$ cat config.mk
export PLATFORM = sky130hd
export DESIGN_NAME = glitch_clock_gen
export DESIGN_NICKNAME = d
export VERILOG_FILES = /design/src/rtl/gcg_pkg.sv /design/src/rtl/gcg_window_timer.sv /design/src/rtl/gcg_sequencer.sv /design/src/rtl/gcg_wave_shaper.sv /design/src/rtl/glitch_clock_gen.sv
export SDC_FILE = /design/constraint.sdc
export NUM_CORES = 1
export LEC_CHECK = 0
export BUFFER_PORTS_ARGS = -buffer_cell sky130_fd_sc_hd__buf_4
export CORE_MARGIN = 3
export CORE_UTILIZATION = 59
export CTS_BUF_LIST = sky130_fd_sc_hd__clkbuf_2 sky130_fd_sc_hd__clkbuf_4 sky130_fd_sc_hd__clkbuf_8
export CTS_CLUSTER_DIAMETER = 100
export DETAILED_ROUTE_END_ITERATION = 6
export GPL_TIMING_DRIVEN = 0
export PLACE_DENSITY = 0.91
export RECOVER_POWER = 25
export SYNTH_ARGS = -nofsm -noshare
export SYNTH_HDL_FRONTEND = slang
export SYNTH_SLANG_ARGS = --single-unit
$ cat constraint.sdc
create_clock -name clk_fast -period 2.8 [get_ports clk_fast]
set_input_delay 0.28 -clock clk_fast [delete_from_list [all_inputs] [get_ports clk_fast]]
set_output_delay 0.28 -clock clk_fast [all_outputs]
set_load 0.02 [all_outputs]
$ cat src/rtl/gcg_pkg.sv
`timescale 1ns/1ps
package gcg_pkg;

   typedef enum logic [1:0] {
      ST_IDLE  = 2'd0,
      ST_ARMED = 2'd1,
      ST_FIRE  = 2'd2
   } gcg_state_e;

endpackage

$ cat src/rtl/gcg_window_timer.sv
`timescale 1ns/1ps
// Tick counter spanning one output clock window.
module gcg_window_timer #(
   parameter int CNT_W = 8
) (
   input  logic             clk,
   input  logic             rst_n,
   input  logic [CNT_W-1:0] period,
   output logic [CNT_W-1:0] phase,
   output logic             wrap
);

   logic [CNT_W-1:0] phase_q;

   assign wrap  = (phase_q >= (period - CNT_W'(1)));
   assign phase = phase_q;

   always_ff @(posedge clk or negedge rst_n) begin
      if (!rst_n)    phase_q <= '0;
      else if (wrap) phase_q <= '0;
      else           phase_q <= phase_q + CNT_W'(1);
   end

   // with a steady window length the tick index never leaves the window
   assert_phase_in_range_R1: assert property (@(posedge clk) disable iff (!rst_n)
      ($stable(period) && (period != '0) && $past(phase_q < period)) |-> (phase_q < period));

endmodule

$ cat src/rtl/gcg_sequencer.sv
`timescale 1ns/1ps
// Arm acceptance, window counting and the one-shot glitch flag.
module gcg_sequencer
   import gcg_pkg::*;
#(
   parameter int CNT_W    = 8,
   parameter int CYC_W    = 16,
   parameter int N_PULSES = 2
) (
   input  logic             clk,
   input  logic             rst_n,
   input  logic             arm,
   input  logic             wrap,
   input  logic [CNT_W-1:0] period,
   input  logic [CNT_W-1:0] pulse_per,
   input  logic [CNT_W-1:0] ctl_off,
   input  logic [CYC_W-1:0] target,
   output logic             start,
   output logic             glitch,
   output logic             done
);

   localparam int KW = $clog2(N_PULSES + 1);
   localparam int EW = CNT_W + KW + 2;

   gcg_state_e       st_q;
   logic [CYC_W-1:0] cyc_q;
   logic             done_q;
   logic [EW-1:0]    need;
   logic             cfg_ok;

   // the burst must end strictly before the window does
   always_comb begin
      need   = EW'(period >> 1) + EW'(N_PULSES) * EW'(pulse_per);
      cfg_ok = (pulse_per >= CNT_W'(2)) && (need < EW'(period)) && (ctl_off < period);
   end

   assign start  = arm && (st_q == ST_IDLE) && cfg_ok;
   assign glitch = (st_q == ST_FIRE);
   assign done   = done_q;

   always_ff @(posedge clk or negedge rst_n) begin
      if (!rst_n) begin
         st_q   <= ST_IDLE;
         cyc_q  <= '0;
         done_q <= 1'b0;
      end else begin
         case (st_q)
            ST_IDLE: begin
               if (start) begin
                  st_q   <= ST_ARMED;
                  cyc_q  <= '0;
                  done_q <= 1'b0;
               end
            end
            ST_ARMED: begin
               if (wrap) begin
                  if (cyc_q == target) st_q  <= ST_FIRE;
                  else                 cyc_q <= cyc_q + CYC_W'(1);
               end
            end
            ST_FIRE: begin
               if (wrap) begin
                  st_q   <= ST_IDLE;
                  done_q <= 1'b1;
               end
            end
            default: st_q <= ST_IDLE;
         endcase
      end
   end

   // the glitch window ends in idle with done set
   assert_single_glitch_R4: assert property (@(posedge clk) disable iff (!rst_n)
      (glitch && wrap) |=> ((st_q == ST_IDLE) && done_q));

   // done holds until an accepted arm
   assert_done_hold_R4: assert property (@(posedge clk) disable iff (!rst_n)
      (done_q && !start) |=> done_q);

   // the window count never passes the target (target held while armed)
   assert_cnt_bound_R3: assert property (@(posedge clk) disable iff (!rst_n)
      ((st_q == ST_ARMED) && $stable(target)) |-> (cyc_q <= target));

   // an illegal configuration leaves the block idle
   assert_bad_cfg_ignored_R6: assert property (@(posedge clk) disable iff (!rst_n)
      (arm && !cfg_ok && (st_q == ST_IDLE)) |=> (st_q == ST_IDLE));

endmodule

$ cat src/rtl/gcg_wave_shaper.sv
`timescale 1ns/1ps
// Produces the registered clock and control levels from the window tick.
module gcg_wave_shaper #(
   parameter int CNT_W    = 8,
   parameter int N_PULSES = 2,
   parameter bit CTL_FALL = 1'b1
) (
   input  logic             clk,
   input  logic             rst_n,
   input  logic [CNT_W-1:0] phase,
   input  logic [CNT_W-1:0] period,
   input  logic [CNT_W-1:0] pulse_per,
   input  logic [CNT_W-1:0] ctl_off,
   input  logic             glitch,
   input  logic             start,
   output logic             clk_out,
   output logic             ctl_out
);

   localparam int   KW       = $clog2(N_PULSES + 1);
   localparam logic IDLE_LVL = CTL_FALL ? 1'b1 : 1'b0;

   logic [CNT_W-1:0] half, th, sub_q, eff_sub;
   logic [KW-1:0]    k_q, eff_k;
   logic             in_burst, level;
   logic             clk_q, ctl_q;

   always_comb begin
      half     = period >> 1;
      th       = pulse_per >> 1;
      eff_sub  = (phase == half) ? '0 : sub_q;
      eff_k    = (phase == half) ? '0 : k_q;
      in_burst = glitch && (phase >= half) && (eff_k < KW'(N_PULSES));
      if (phase < half)  level = 1'b0;
      else if (in_burst) level = (eff_sub < th);
      else               level = 1'b1;
   end

   always_ff @(posedge clk or negedge rst_n) begin
      if (!rst_n) begin
         clk_q <= 1'b0;
         sub_q <= '0;
         k_q   <= '0;
      end else begin
         clk_q <= level;
         if (in_burst) begin
            if (eff_sub == (pulse_per - CNT_W'(1))) begin
               sub_q <= '0;
               k_q   <= eff_k + KW'(1);
            end else begin
               sub_q <= eff_sub + CNT_W'(1);
               k_q   <= eff_k;
            end
         end
      end
   end

   always_ff @(posedge clk or negedge rst_n) begin
      if (!rst_n)                            ctl_q <= IDLE_LVL;
      else if (start)                        ctl_q <= IDLE_LVL;
      else if (glitch && (phase == ctl_off)) ctl_q <= ~IDLE_LVL;
   end

   assign clk_out = clk_q;
   assign ctl_out = ctl_q;

   // outside a glitch window the only rise comes from the midpoint tick
   assert_nominal_rise_mid_R1: assert property (@(posedge clk) disable iff (!rst_n)
      ($rose(clk_q) && !$past(glitch)) |-> ($past(phase) == half));

   // the first half of every window is low
   assert_low_first_half_R2: assert property (@(posedge clk) disable iff (!rst_n)
      (phase < half) |=> !clk_q);

   // the control output moves away from idle only during the glitch window
   assert_ctl_edge_in_glitch_R5: assert property (@(posedge clk) disable iff (!rst_n)
      ((ctl_q != $past(ctl_q)) && !$past(start)) |-> $past(glitch));

endmodule

$ cat src/rtl/glitch_clock_gen.sv
`timescale 1ns/1ps
module glitch_clock_gen #(
   parameter int CNT_W    = 8,
   parameter int CYC_W    = 16,
   parameter int N_PULSES = 2,
   parameter bit CTL_FALL = 1'b1
) (
   input  logic             clk_fast,
   input  logic             rst_n,
   input  logic [CNT_W-1:0] nom_period,
   input  logic [CNT_W-1:0] pulse_period,
   input  logic [CYC_W-1:0] target_cycle,
   input  logic [CNT_W-1:0] ctl_offset,
   input  logic             arm,
   output logic             clk_out,
   output logic             ctl_out,
   output logic             done
);

   generate
      if (CNT_W < 4) begin : g_bad_cnt_w
         $error("CNT_W must be at least 4");
      end
      if (CYC_W < 1) begin : g_bad_cyc_w
         $error("CYC_W must be at least 1");
      end
      if (N_PULSES < 1) begin : g_bad_pulses
         $error("N_PULSES must be at least 1");
      end
   endgenerate

   logic [CNT_W-1:0] phase;
   logic             wrap, start, glitch;

   gcg_window_timer #(.CNT_W(CNT_W)) i_timer (
      .clk    (clk_fast),
      .rst_n  (rst_n),
      .period (nom_period),
      .phase  (phase),
      .wrap   (wrap)
   );

   gcg_sequencer #(.CNT_W(CNT_W), .CYC_W(CYC_W), .N_PULSES(N_PULSES)) i_seq (
      .clk       (clk_fast),
      .rst_n     (rst_n),
      .arm       (arm),
      .wrap      (wrap),
      .period    (nom_period),
      .pulse_per (pulse_period),
      .ctl_off   (ctl_offset),
      .target    (target_cycle),
      .start     (start),
      .glitch    (glitch),
      .done      (done)
   );

   gcg_wave_shaper #(.CNT_W(CNT_W), .N_PULSES(N_PULSES), .CTL_FALL(CTL_FALL)) i_shaper (
      .clk       (clk_fast),
      .rst_n     (rst_n),
      .phase     (phase),
      .period    (nom_period),
      .pulse_per (pulse_period),
      .ctl_off   (ctl_offset),
      .glitch    (glitch),
      .start     (start),
      .clk_out   (clk_out),
      .ctl_out   (ctl_out)
   );

endmodule

* Yosys cells after proc, flatten, opt, wreduce, memory -nomap -nowiden
Index checks and enable logic that the tools add are counted.
** Word-level totals
- Bits in registers :: 39
- Bits in latches :: 0
- Bits in writable memories :: 0
- Bits in read-only memories :: 0
- Word-level logic and storage cells :: 69
- Memories kept :: 0
** Operators by class
- Add/sub/neg operators :: 7
- Multipliers :: 0
- Divide/modulo/power cells :: 0
- $lt $le $gt $ge :: 8
- Equality and inequality tests :: 11
- Shift operators :: 0
- Muxes and demuxes :: 21
- Bitwise gates (word level) :: 0
- Reduce and logical (&&, ||, !) cells :: 14
** Operators with widths (number)
- 16-bit 2-to-1 mux :: 3
- 16-bit one-hot mux with 2 select lines :: 1
- 8-bit 2-to-1 mux :: 3
- 16-bit by 1-bit adder with 16-bit output (second input constant) :: 1
- 8-bit by 1-bit adder with 8-bit output (second input constant) :: 2
- 16-bit == test :: 1
- 8-bit == test :: 2
- 8-bit by 7-bit less-than comparator with 1-bit output :: 2
- 8-bit by 1-bit subtractor with 8-bit output (second input constant) :: 2
- 12-bit by 8-bit less-than comparator with 1-bit output :: 1
- 2-bit 2-to-1 mux :: 6
- 7-bit by 9-bit adder with 10-bit output :: 1
- 8-bit by 7-bit == test with 1-bit output :: 1
- 8-bit by 2-bit >= comparator with 1-bit output (second input constant) :: 1
- 8-bit by 7-bit >= comparator with 1-bit output :: 1
- 8-bit >= comparator :: 1
- 8-bit less-than comparator :: 1
- 4-bit AND reduction :: 2
- 1-bit logical AND :: 7
- 1-bit 2-to-1 mux :: 6
- 2-bit by 1-bit inequality test with 1-bit output (second input constant) :: 3
- 2-bit one-hot mux with 3 select lines :: 1
- 2-bit nonzero test :: 3
- 2-bit inequality test (second input constant) :: 2
- other kinds (7) :: 7

* Logic depth before layout (Yosys ltp)
- Depth in word-level cells :: 7
- Gate-level depth with buffers :: 20
- Depth with buffers taken out :: 18

* By module
Synthesis repeated with hierarchy kept, for this count alone.
** Second synthesis, totals
- Cells, all modules :: 453
- Area total of the unflattened synthesis :: 3911.3 um^2
** Modules (own cells, without submodules)
- gcg_sequencer :: times used 1, cells each 207, area each 1783.0 um^2
- gcg_wave_shaper :: times used 1, cells each 178, area each 1470.2 um^2
- gcg_window_timer :: times used 1, cells each 68, area each 658.1 um^2

* Least setup slack after synthesis
OpenSTA, ideal clock, no wires.
- Path kind :: in2reg
- From :: in nom_period[2]
- To :: reg i_seq.cyc_q[7]
- Setup time :: 0.132 ns
- Arrival :: 3.283 ns
- Data required time :: 2.668 ns
- Path slack :: -0.615 ns
- Stages :: 20
- Path through :: ha_1 inv_1 fa_1 nor2b_1 o21ai_0 nand2b_1 a21o_1 a21oi_1 xnor2_1 ha_1 nand3_1 nand4_1 nor3_1 o31ai_1 o32a_1 clkbuf_1 clkbuf_1 nor3_1 xnor2_1 nor2_1
** Between the ends
- Cells in the longest elaborated chain, start to end :: 7
** RTL lines
- start, declared :: RTL line glitch_clock_gen.sv:10 : input logic [CNT_W-1:0] nom_period,
- 7-bit by 9-bit adder with 10-bit output :: RTL line gcg_sequencer.sv:34 : need = EW'(period >> 1) + EW'(N_PULSES) * EW'(pulse_per);
- 12-bit by 8-bit less-than comparator with 1-bit output :: RTL line gcg_sequencer.sv:35 : cfg_ok = (pulse_per >= CNT_W'(2)) && (need < EW'(period)) && (ctl_off < period);
- 1-bit logical AND (2 in series) :: RTL line gcg_sequencer.sv:35
- 1-bit logical AND :: RTL line gcg_sequencer.sv:38 : assign start = arm && (st_q == ST_IDLE) && cfg_ok;
- 2-bit by 1-bit inequality test with 1-bit output (no source line)
- 4-bit AND reduction (no source line) *
- end signal, assigned :: RTL line gcg_sequencer.sv:59 : else cyc_q <= cyc_q + CYC_W'(1);
- end, declared :: RTL line gcg_sequencer.sv:27 : logic [CYC_W-1:0] cyc_q;
Every way passes the cells marked *; elsewhere a longest branch is shown, timed or not.
A chain may end at the register's enable or synchronous reset.

* Worst setup path after layout
- From :: in pulse_period[3]
- To :: reg i_seq.cyc_q[13]
** Between the ends
- Cells in the longest elaborated chain, start to end :: 7
** RTL lines
- start, declared :: RTL line glitch_clock_gen.sv:11 : input logic [CNT_W-1:0] pulse_period,
- 7-bit by 9-bit adder with 10-bit output :: RTL line gcg_sequencer.sv:34
- 12-bit by 8-bit less-than comparator with 1-bit output :: RTL line gcg_sequencer.sv:35
- 1-bit logical AND * (2 in series) :: RTL line gcg_sequencer.sv:35
- 1-bit logical AND * :: RTL line gcg_sequencer.sv:38
- 2-bit by 1-bit inequality test with 1-bit output (no source line) *
- 4-bit AND reduction (no source line) *
Marks and branches as above.

==> metrics.cfg <==
[status]
status=finished, violations left
violations=design-rule violations, max-capacitance violations, max-slew violations, negative setup slack

[clocking]
clock_sinks=39
cts_tree=done
cts_root_buf=clkbuf_8
htree_levels=2
worstSkewPairLatency_ns=0.31
cts.path.max_buffers=2
cts_buffers=5
path_clk_slew_ns=0.10

[power]
sequentialPowerShare_pct=27.1
combinationalPowerShare_pct=53.3
p_int_mw=1.734
pwr_density_cell_mw_per_mm2=596.1
total_power_mw=3.090
power_switching_mw=1.355
vdd_drop_max_mv=0.7042
sw_frac_of_total_pct=43.87
clkPwrFrac_pct=19.7
leakage_nw=2.280

[setup_path]
path_buf_inv=4
crit_chain=buf_4, ha_1, nand3_1, o22ai_1, nor2_1, xnor2_1, ha_1, nand3_2, nand4_1, nor3_2, o31ai_2, o32a_1, clkbuf_8, buf_6, buf_6, nor3_4, xnor2_1, nor2_1
crit_family=simple AND/OR/NAND/NOR gates
critPathKind=input port to flop
critical_path.max_stage_delay_ns=0.40
critPathMaxFanout=6
endpoint_kind=flop
rrSetupSlack_ns=-0.44
r2r_end=i_seq.cyc_q[13]
arrival_ns=3.97
cp_slowest_cell=ha_1
cp.required_ns=2.99
reg2reg_depth=10
critPathLaunchType=input port
r2r_start=i_timer.phase[2]

[layout]
final_common_cell=buf_4
fillers=287
fin_cells=615
seqCellArea_um2=985.9
n_antenna_cell=0
multi_input_area_mm2=0.003029
final_cell_mix=buf_4, xnor2_1, ha_1
drive_above_1_share_pct=31.67
fin_util_pct=85.02
syn2layout_area_growth_pct=36.25
layout.nets=631

[global_routing]
gr-total-overflow=0
grt_max_degree=40
grt_pass1_vias=4154
grt.total_usage_pct=34.63
antenna_found_initial=1
grt_pass1_wl_um=20290

[sta]
whs_ns=0.4442
setup_viol=34
max_freq_mhz=264.7
rsz0062_at_grt=true
hold_violations=0
max_slew_margin_pct=-51.12
fin_crit_ns=3.778
worst_pin_slew_ns=2.267
fin_worst_skew_ns=0.01602
setup_ws_ns=-0.9778
drv_slew=40
final.period_utilization_pct=134.9

[placed_design]
io_buffers=45
hpwlAfterDp_um=7704
placed_cells=565
gp_congestion=0.9093

[synth]
yosysSeqAreaShare_pct=25.69
synth_nets=537
ys_ff_latch=39
synth-edff-count=0
yosysWarnings=0
synthCells=445
syn_avg_cell_area_um2=8.548
synthFlopType=dfrtp_1
async_flop_share_pct=100.0
synth_cell_types=60
syn_area_mm2=0.003804

[route]
drtIter0Drc=623
wl_per_cell_um=26.60
vias=4542
routed_wl_um=16360
drc=50
ant_nets=0
drt-vias-per-instance=7.385
drtPass1Iterations=7

[worst_hold_path]
min_path_cells=4
hold_path_class=input port to flop
hold_start=ctl_offset[0]
hold_end=i_shaper.ctl_out

[flow_run]
maxCapViolCount=1

[floorplanning]
die_h_um=86.29
core.rowCount=28
fp.dieW_um=86.29
io_pins=46
coreArea_mm2=0.006096
start_util_pct=62.40
dieArea_mm2=0.007446

==> power by group through the flow <==
stage               clock, mW  sequential, mW  combinational [mW]
floorplan                   0           0.802               0.648
detailed placement          0           0.828               0.931
global placement            0           0.825               0.876
global route            0.609           0.840                1.71
CTS                     0.577           0.811                1.11
finish                  0.607           0.836                1.65
==> logic make-up (layout without fill, tap and decap cells) <==
family,Yosys count,in the layout,share of synthesized area [%]
AO/OA/AOI/OAI,79,79,14.38
AND/OR/NAND/NOR,175,175,24.18
adder cells (fa/ha/maj),49,49,16.32
XOR/XNOR,63,63,14.87
multiplexers,1,1,0.2632
flip-flops,39,39,25.69
buffers and inverters,39,134,4.309
==> metrics by stage <==
step                      TNS (ns)  setup slack (ns)  instance area (um2)
after CTS                   -6.956           -0.5337                 4845
after detailed placement    -18.07            -1.043                 4378
after global placement      -15.16           -0.9119                 4378
after floorplan             -5.470           -0.3706                 3946
after global routing        -20.99            -1.035                 5182
final                       -18.33           -0.9778                 5182
==> final cells by class <==
cell class	instances	share of cell area, %
multi-input combinational	367	58.45
tap	75	1.811
clock inverter	2	1.159
clock buffer	6	1.473
sequential	39	19.02
buffer	11	1.907
timing repair buffer	88	14.10
inverter	27	2.076
==> how the worst max path moves through the flow <==
stage                               start              end  cells after the start
after floorplan             nom_period[3]   i_seq.cyc_q[3]                     19
after global placement      nom_period[3]   i_seq.cyc_q[8]                     17
after detailed placement  pulse_period[0]   i_seq.cyc_q[3]                     18
after CTS                 pulse_period[0]   i_seq.cyc_q[8]                     21
after global routing      pulse_period[0]  i_seq.cyc_q[13]                     22
final                     pulse_period[3]  i_seq.cyc_q[13]                     18
==> synthesized netlist by cell type, drive strengths merged, types with 2 or more instances <==
master,n,area share [%]
a211oi,2,0.39
a21o,6,1.2
a21oi,15,2.0
a22oi,3,0.59
and2,3,0.49
and3,5,0.82
buf,5,0.95
clkbuf,7,0.69
dfrtp,38,25
ha,48,16
inv,27,2.7
nand2,30,3.0
nand2b,6,0.99
nand3,25,3.3
nand3b,4,0.79
nand4,10,1.6
nand4b,3,0.69
nor2,42,4.2
nor2b,8,1.3
nor3,18,2.4
nor3b,5,0.99
nor4,8,1.7
o2111ai,2,0.46
o211ai,5,1.1
o21a,5,0.99
o21ai,22,2.9
o31ai,4,0.79
o32ai,2,0.46
or4,3,0.69
xnor2,49,11
xor2,13,3.0
==> routing by layer <==
metal,global-route usage (%),wire (um)
met1,40.37,5523
met2,58.37,7262
met3,9.316,1928
met5,0,13
met4,17.85,1628
==> sequential cells by signal (all words and copies together) (netlist names) <==
name	cells
i_seq.st_q	2
i_shaper.ctl_out	1
i_seq.done	1
i_timer.phase	8
i_shaper.clk_out	1
i_shaper.sub_q	8
i_seq.cyc_q	16
i_shaper.k_q	2
==> tightest hold or removal path, delay by kind of cell <==
family,cells,cell delay [ns]
AO/OA/AOI/OAI,1,0.15
XOR/XNOR,1,0.08
buffers and inverters,1,0.10
AND/OR/NAND/NOR,1,0.12
==> timing repair <==
item / CTS / global route
hold buffers: 1 / 0
hold endpoints to repair: 38 / 0
endpoints found under the setup margin: 21 / 32
pin swaps: 29 / 28
resized for setup: 38 / 44
buffers inserted: 22 / 20
Power figures use the tool's default switching activity.
